===== src/rtl/stream_prefetch.sv =====
module stream_prefetch #(
  parameter int NS = 4,
  parameter int AB = 16,
  parameter int DB = 32,
  localparam int IW = (NS > 1) ? $clog2(NS) : 1
) (
  input  logic          clk,
  input  logic          rst_n,
  input  logic          miss_valid,
  input  logic [AB-1:0] miss_addr,
  output logic          miss_ready,
  output logic          ret_valid,
  output logic [AB-1:0] ret_addr,
  output logic [DB-1:0] ret_data,
  output logic          mem_req_valid,
  output logic [AB-1:0] mem_req_addr,
  input  logic          mem_req_ready,
  input  logic          mem_resp_valid,
  input  logic [AB-1:0] mem_resp_addr,
  input  logic [DB-1:0] mem_resp_data
);

  typedef enum logic [1:0] {S_IDLE, S_DEM, S_WAIT} st_t;

  st_t           st_q;
  logic [AB-1:0] cur_q;
  logic          dsent_q;
  logic [IW-1:0] wsel_q;

  logic [AB-1:0] tag_q  [NS];
  logic [DB-1:0] dat_q  [NS];
  logic [IW-1:0] age_q  [NS];
  logic [NS-1:0] val_q, pend_q, need_q, lru_vec;

  logic          hit, pf_any;
  logic [IW-1:0] hsel, vsel, psel;

  always_comb begin
    hit = 1'b0; pf_any = 1'b0;
    hsel = '0; vsel = '0; psel = '0;
    lru_vec = '0;
    for (int i = NS-1; i >= 0; i--) begin
      if (val_q[i] && tag_q[i] == miss_addr) begin hit = 1'b1; hsel = IW'(i); end
      if (need_q[i]) begin pf_any = 1'b1; psel = IW'(i); end
      if (age_q[i] == IW'(NS-1)) begin vsel = IW'(i); lru_vec[i] = 1'b1; end
    end
  end

  wire           accept    = (st_q == S_IDLE) && miss_valid;
  wire           hit_rdy   = hit && !pend_q[hsel];
  wire [IW-1:0]  tsel      = hit ? hsel : vsel;
  wire [IW-1:0]  tage      = age_q[tsel];
  wire [DB-1:0]  hit_dat   = dat_q[hsel];
  wire           dem_req   = (st_q == S_DEM) && !dsent_q;
  wire           wait_done = (st_q == S_WAIT) && !pend_q[wsel_q];
  wire           dem_done  = (st_q == S_DEM) && dsent_q && mem_resp_valid && mem_resp_addr == cur_q;
  wire           pf_gnt    = mem_req_ready && !dem_req && pf_any;
  wire           rt_en     = (accept && !(hit && pend_q[hsel])) || wait_done;
  wire [IW-1:0]  rt_idx    = wait_done ? wsel_q : tsel;
  wire [AB-1:0]  rt_tag    = wait_done ? cur_q + 1'b1 : miss_addr + 1'b1;

  assign miss_ready    = (st_q == S_IDLE);
  assign mem_req_valid = dem_req || pf_any;
  assign mem_req_addr  = dem_req ? cur_q : tag_q[psel];

  for (genvar g = 0; g < NS; g++) begin : g_slot
    always_ff @(posedge clk) begin
      if (!rst_n) begin
        val_q[g] <= 1'b0; pend_q[g] <= 1'b0; need_q[g] <= 1'b0;
        tag_q[g] <= '0;   dat_q[g]  <= '0;   age_q[g]  <= IW'(g);
      end else begin
        if (rt_en && rt_idx == IW'(g)) begin
          tag_q[g] <= rt_tag; val_q[g] <= 1'b1; pend_q[g] <= 1'b1; need_q[g] <= 1'b1;
        end else if (mem_resp_valid && pend_q[g] && tag_q[g] == mem_resp_addr) begin
          dat_q[g] <= mem_resp_data; pend_q[g] <= 1'b0; need_q[g] <= 1'b0;
        end else if (pf_gnt && psel == IW'(g)) begin
          need_q[g] <= 1'b0;
        end
        if (accept) begin
          if (tsel == IW'(g)) age_q[g] <= '0;
          else if (age_q[g] < tage) age_q[g] <= age_q[g] + 1'b1;
        end
      end
    end
  end

  always_ff @(posedge clk) begin
    if (!rst_n) begin
      st_q <= S_IDLE; cur_q <= '0; dsent_q <= 1'b0; wsel_q <= '0;
      ret_valid <= 1'b0; ret_addr <= '0; ret_data <= '0;
    end else begin
      ret_valid <= 1'b0;
      case (st_q)
        S_IDLE: if (accept) begin
          cur_q <= miss_addr;
          if (hit_rdy) begin
            ret_valid <= 1'b1; ret_addr <= miss_addr; ret_data <= hit_dat;
          end else if (hit) begin
            st_q <= S_WAIT; wsel_q <= hsel;
          end else begin
            st_q <= S_DEM; dsent_q <= 1'b0;
          end
        end
        S_DEM: begin
          if (dem_req && mem_req_ready) dsent_q <= 1'b1;
          if (dem_done) begin
            ret_valid <= 1'b1; ret_addr <= cur_q; ret_data <= mem_resp_data; st_q <= S_IDLE;
          end
        end
        S_WAIT: if (wait_done) begin
          ret_valid <= 1'b1; ret_addr <= cur_q; ret_data <= dat_q[wsel_q]; st_q <= S_IDLE;
        end
        default: st_q <= S_IDLE;
      endcase
    end
  end

  AST_LRU_SINGLE: assert property (@(posedge clk) disable iff (!rst_n) $countones(lru_vec) == 1);
  AST_MISS_DEMAND_NEXT: assert property (@(posedge clk) disable iff (!rst_n)
    accept && !hit |=> mem_req_valid && mem_req_addr == $past(miss_addr));
  AST_HIT_RETURN_NEXT: assert property (@(posedge clk) disable iff (!rst_n)
    accept && hit_rdy |=> ret_valid && ret_addr == $past(miss_addr) && ret_data == $past(hit_dat));
  AST_PENDING_HOLDS: assert property (@(posedge clk) disable iff (!rst_n)
    accept && hit && !hit_rdy |=> !miss_ready && !ret_valid);
  AST_RET_WITH_READY: assert property (@(posedge clk) disable iff (!rst_n) ret_valid |-> miss_ready);

endmodule


===== config.mk =====
export PLATFORM = sky130hd
export DESIGN_NAME = stream_prefetch
export DESIGN_NICKNAME = d
export VERILOG_FILES = /design/src/rtl/stream_prefetch.sv
export SDC_FILE = /design/constraint.sdc
export NUM_CORES = 1
export LEC_CHECK = 0
export BUFFER_PORTS_ARGS = -buffer_cell sky130_fd_sc_hd__buf_2
export CAP_MARGIN = 40
export CORE_UTILIZATION = 40
export CTS_BUF_LIST = sky130_fd_sc_hd__clkbuf_4
export DETAILED_ROUTE_END_ITERATION = 16
export PLACE_DENSITY_LB_ADDON = 0.3
export SKIP_LAST_GASP = 1
export SLEW_MARGIN = 20
export SYNTH_ARGS = -nofsm -noshare
export SYNTH_HDL_FRONTEND = slang
export SYNTH_SLANG_ARGS = --single-unit
export TNS_END_PERCENT = 1

===== constraint.sdc =====
create_clock -name clk -period 13 [get_ports clk]
set_clock_uncertainty 0.15 [all_clocks]
set_input_delay 2.6 -clock clk [delete_from_list [all_inputs] [get_ports clk]]
set_output_delay 2.6 -clock clk [all_outputs]
set_load 0.1 [all_outputs]

==> metrics <==
Crit path largest cell delay=680 ps; endpoints failing setup=0; Worst Setup End Kind=flip-flop; final WL=56170 um; layout cells sized above 1=0.2149; worst relative slew slack=0.4648; Crit path arrival time=approximately 6300 ps; placed cell count=roughly 2200; first-pass GRT wire length=82610 um; largest net degree at the start of global routing=66; top post-synthesis cells by area=edfxtp_1 (36%), dfxtp_1 (10%), mux2i_1 (7.8%); CP Launch Type=primary input; Final TNS setup=0 ps; Buf/Inv on CP=2; most frequent cells after synthesis=edfxtp_1 (200), nand2_1 (164), and2_1 (137), mux2i_1 (130), nor2_1 (120); postcts setup bufs=0; Sinks on Clock Net=284; ys async rst share=0; initial DRC count=1354; Syn Area/Cell=10.37 sq um; grt total ovfl=0; CTS max path bufs=3; DP HPWL=38610 um; core area=40920 sq um; clk_lat worst skew=790 ps; EDFF count, synth=200; Worst-path clk slew=60 ps; min-delay worst type=flip-flop to flip-flop; number of global-route vias before repair=about 13000; Num CTS Buffers=83; cell with the most instances after synthesis=edfxtp_1; via density per instance=5.802; I/O pin count=136; Slew @ Worst Pin=792.3 ps; CTS tree=built; die area=42450 sq um; RSZ-0062 raised after global routing=no; kind of critical path=primary input to flip-flop; via count=13531; Leakage Power=7.509 nW; Fillers=3903; fin crit period=between 6000 and 7000 ps; critical path's slowest cell=nor2b_4; initial core utilization=0.4069; CP required=13310 ps; H-tree depth=3; CP most frequent cell=o21ai_0; hold-fix buffers at CTS=0; DRT Pass-1 Iters=10; MaxCap Viol Count=0; maximum fanout along the worst path=18; port buffer count=135; worst path cell trace=buf_2 > xnor2_1 > nand4_1 > nor4_1 > a22oi_1 > nand2_1 > o21ai_0 > o21ai_0 > nand2b_1 > nor2b_4 > buf_16; P per Cell Area=193.8 nW/um^2; peak supply drop=0.2247 mV; CP delay by family, top=simple AND/OR/NAND/NOR gates; register area share after synthesis=0.4616; initial antenna violation count=4; Storage cell area=7689 sq um; Max Freq=about 0.17 GHz; status=complete, no violations; Resize count post-CTS=0; Die X=around 200 um; drt drc=0; Netlist Area Pre-Place=16650 sq um; Post-layout nets=1806; antenna viol nets, final=0; Final Max Tran Viols=0; FF+latch count, synth=284; Area Growth Syn to Fin=13.98%; Global Route Usage Sum=0.2658; count of final hold-check violations=0; clk root buf=clkbuf_4; pre-CTS setup slack=6365 ps; DIE HEIGHT=206.0 um; Top FF cell, synth=edfxtp_1; routability cong.=about 1.0; top cell type by total area after synthesis=edfxtp_1; WL/cell=24.09 um; Multi-input gate area=8381 sq um; Ys Warns=0; syn_nets=1684; Setup WS post-layout=about 7000 ps; Post-Layout Cell Count=2332; Synth top area share=0.3606; post-synth cell types=77; fin crit share=0.4619; Post-Synthesis Cells=1606; Row Count=74
==> power by group <==
group | switching [mW] | leakage, nW | internal [mW]
clock | 0.415 | 0.670 | 0.499
combinational | 1.09 | 4.09 | 0.400
sequential | 0.167 | 2.75 | 1.11
==> worst reg2reg max path, stage by stage, from the launching register on <==
cell,delay [ps]
edfxtp_1,560
xnor2_1,280
nand4_1,180
nor4_1,590
a22oi_1,310
nand2_1,130
o21ai_0,270
o21ai_0,370
nand2b_1,440
nor2b_4,680
buf_16,250
==> stage by stage <==
step / hold slack (ps) / total power [mW] / utilization / area (sq um)
3_3_place_gp: 302.1 / 2.729 / 0.4313 / 17650
3_5_place_dp: 304.9 / 2.758 / 0.4355 / 17820
6_report: 313.7 / 3.678 / 0.4638 / 18980
4_1_cts: 315.5 / 3.680 / 0.4633 / 18960
2_1_floorplan: 280.6 / 2.367 / - / 16650
5_1_grt: 336.3 / 3.832 / 0.4637 / 18980
==> layout make-up <==
cell class                      instances  area share
Multi-Input combinational cell       1174      0.4415
Sequential cell                       284      0.4050
Timing Repair Buffer                  171     0.05524
Clock buffer                          124     0.04904
Tap cell                              532     0.03507
Clock inverter                         29     0.01081
Inverter                               14    0.002768
Antenna cell                            4   0.0005273
==> path summary, 6_finish.rpt <==
check / start / endpoint / slack, ps / cells past startpoint
hold / removal: ret_data[22]$_SDFFE_PN0P_ / ret_data[22]$_SDFFE_PN0P_ / 310 / 2
hold reg to reg: ret_data[22]$_SDFFE_PN0P_ / ret_data[22]$_SDFFE_PN0P_ / 310 / 2
setup / recovery: miss_addr[11] / dat_q[2][27]$_SDFFCE_PN0P_ / 7000 / 11
setup reg to reg: tag_q[1][5]$_SDFFCE_PN0P_ / dat_q[2][27]$_SDFFCE_PN0P_ / 8480 / 10
==> layer usage <==
layer  wire, um  track usage  vias to the layer above
met4       3132       0.1528                        2
met5          9            0                        -
met3       4493      0.05645                      167
li1           -            -                     6151
met2      26420       0.4281                      684
met1      22120       0.3290                     6527
==> flip-flops by register name (all words and copies together) (netlist names), named ones only <==
| signal | flops |
|---|---|
| ret_data | 32 |
| age_q | 8 |
| tag_q | 64 |
| ret_addr | 16 |
| pend_q | 4 |
| dsent_q | 1 |
| st_q | 2 |
| val_q | 4 |
| need_q | 4 |
| ret_valid | 1 |
| cur_q | 16 |
| dat_q | 128 |
| wsel_q | 2 |
==> kinds of logic (layout without fill, tap and decap cells) <==
family,Yosys count,in the layout,share of synthesized area
AND/OR/NAND/NOR,578,578,0.1753
flip-flops,284,284,0.4616
AO/OA/AOI/OAI,246,246,0.09910
multiplexers,180,180,0.1345
XOR/XNOR,159,159,0.08362
buffers and inverters,148,338,0.03779
adder cells (fa/ha/maj),11,11,0.008114
other,0,4,0
==> layout by cell type, fill, tap and decap left out, drive strengths merged, types with 32 or more instances in the layout <==
cell,n
edfxtp,200
buf,170
nand2,164
and2,139
mux2i,130
clkbuf,125
nor2,121
xnor2,101
dfxtp,84
xor2,58
o21ai,56
a21oi,48
o22ai,38
a22oi,35
mux4,33
nand3,32
(Power assumes the default switching activity.)
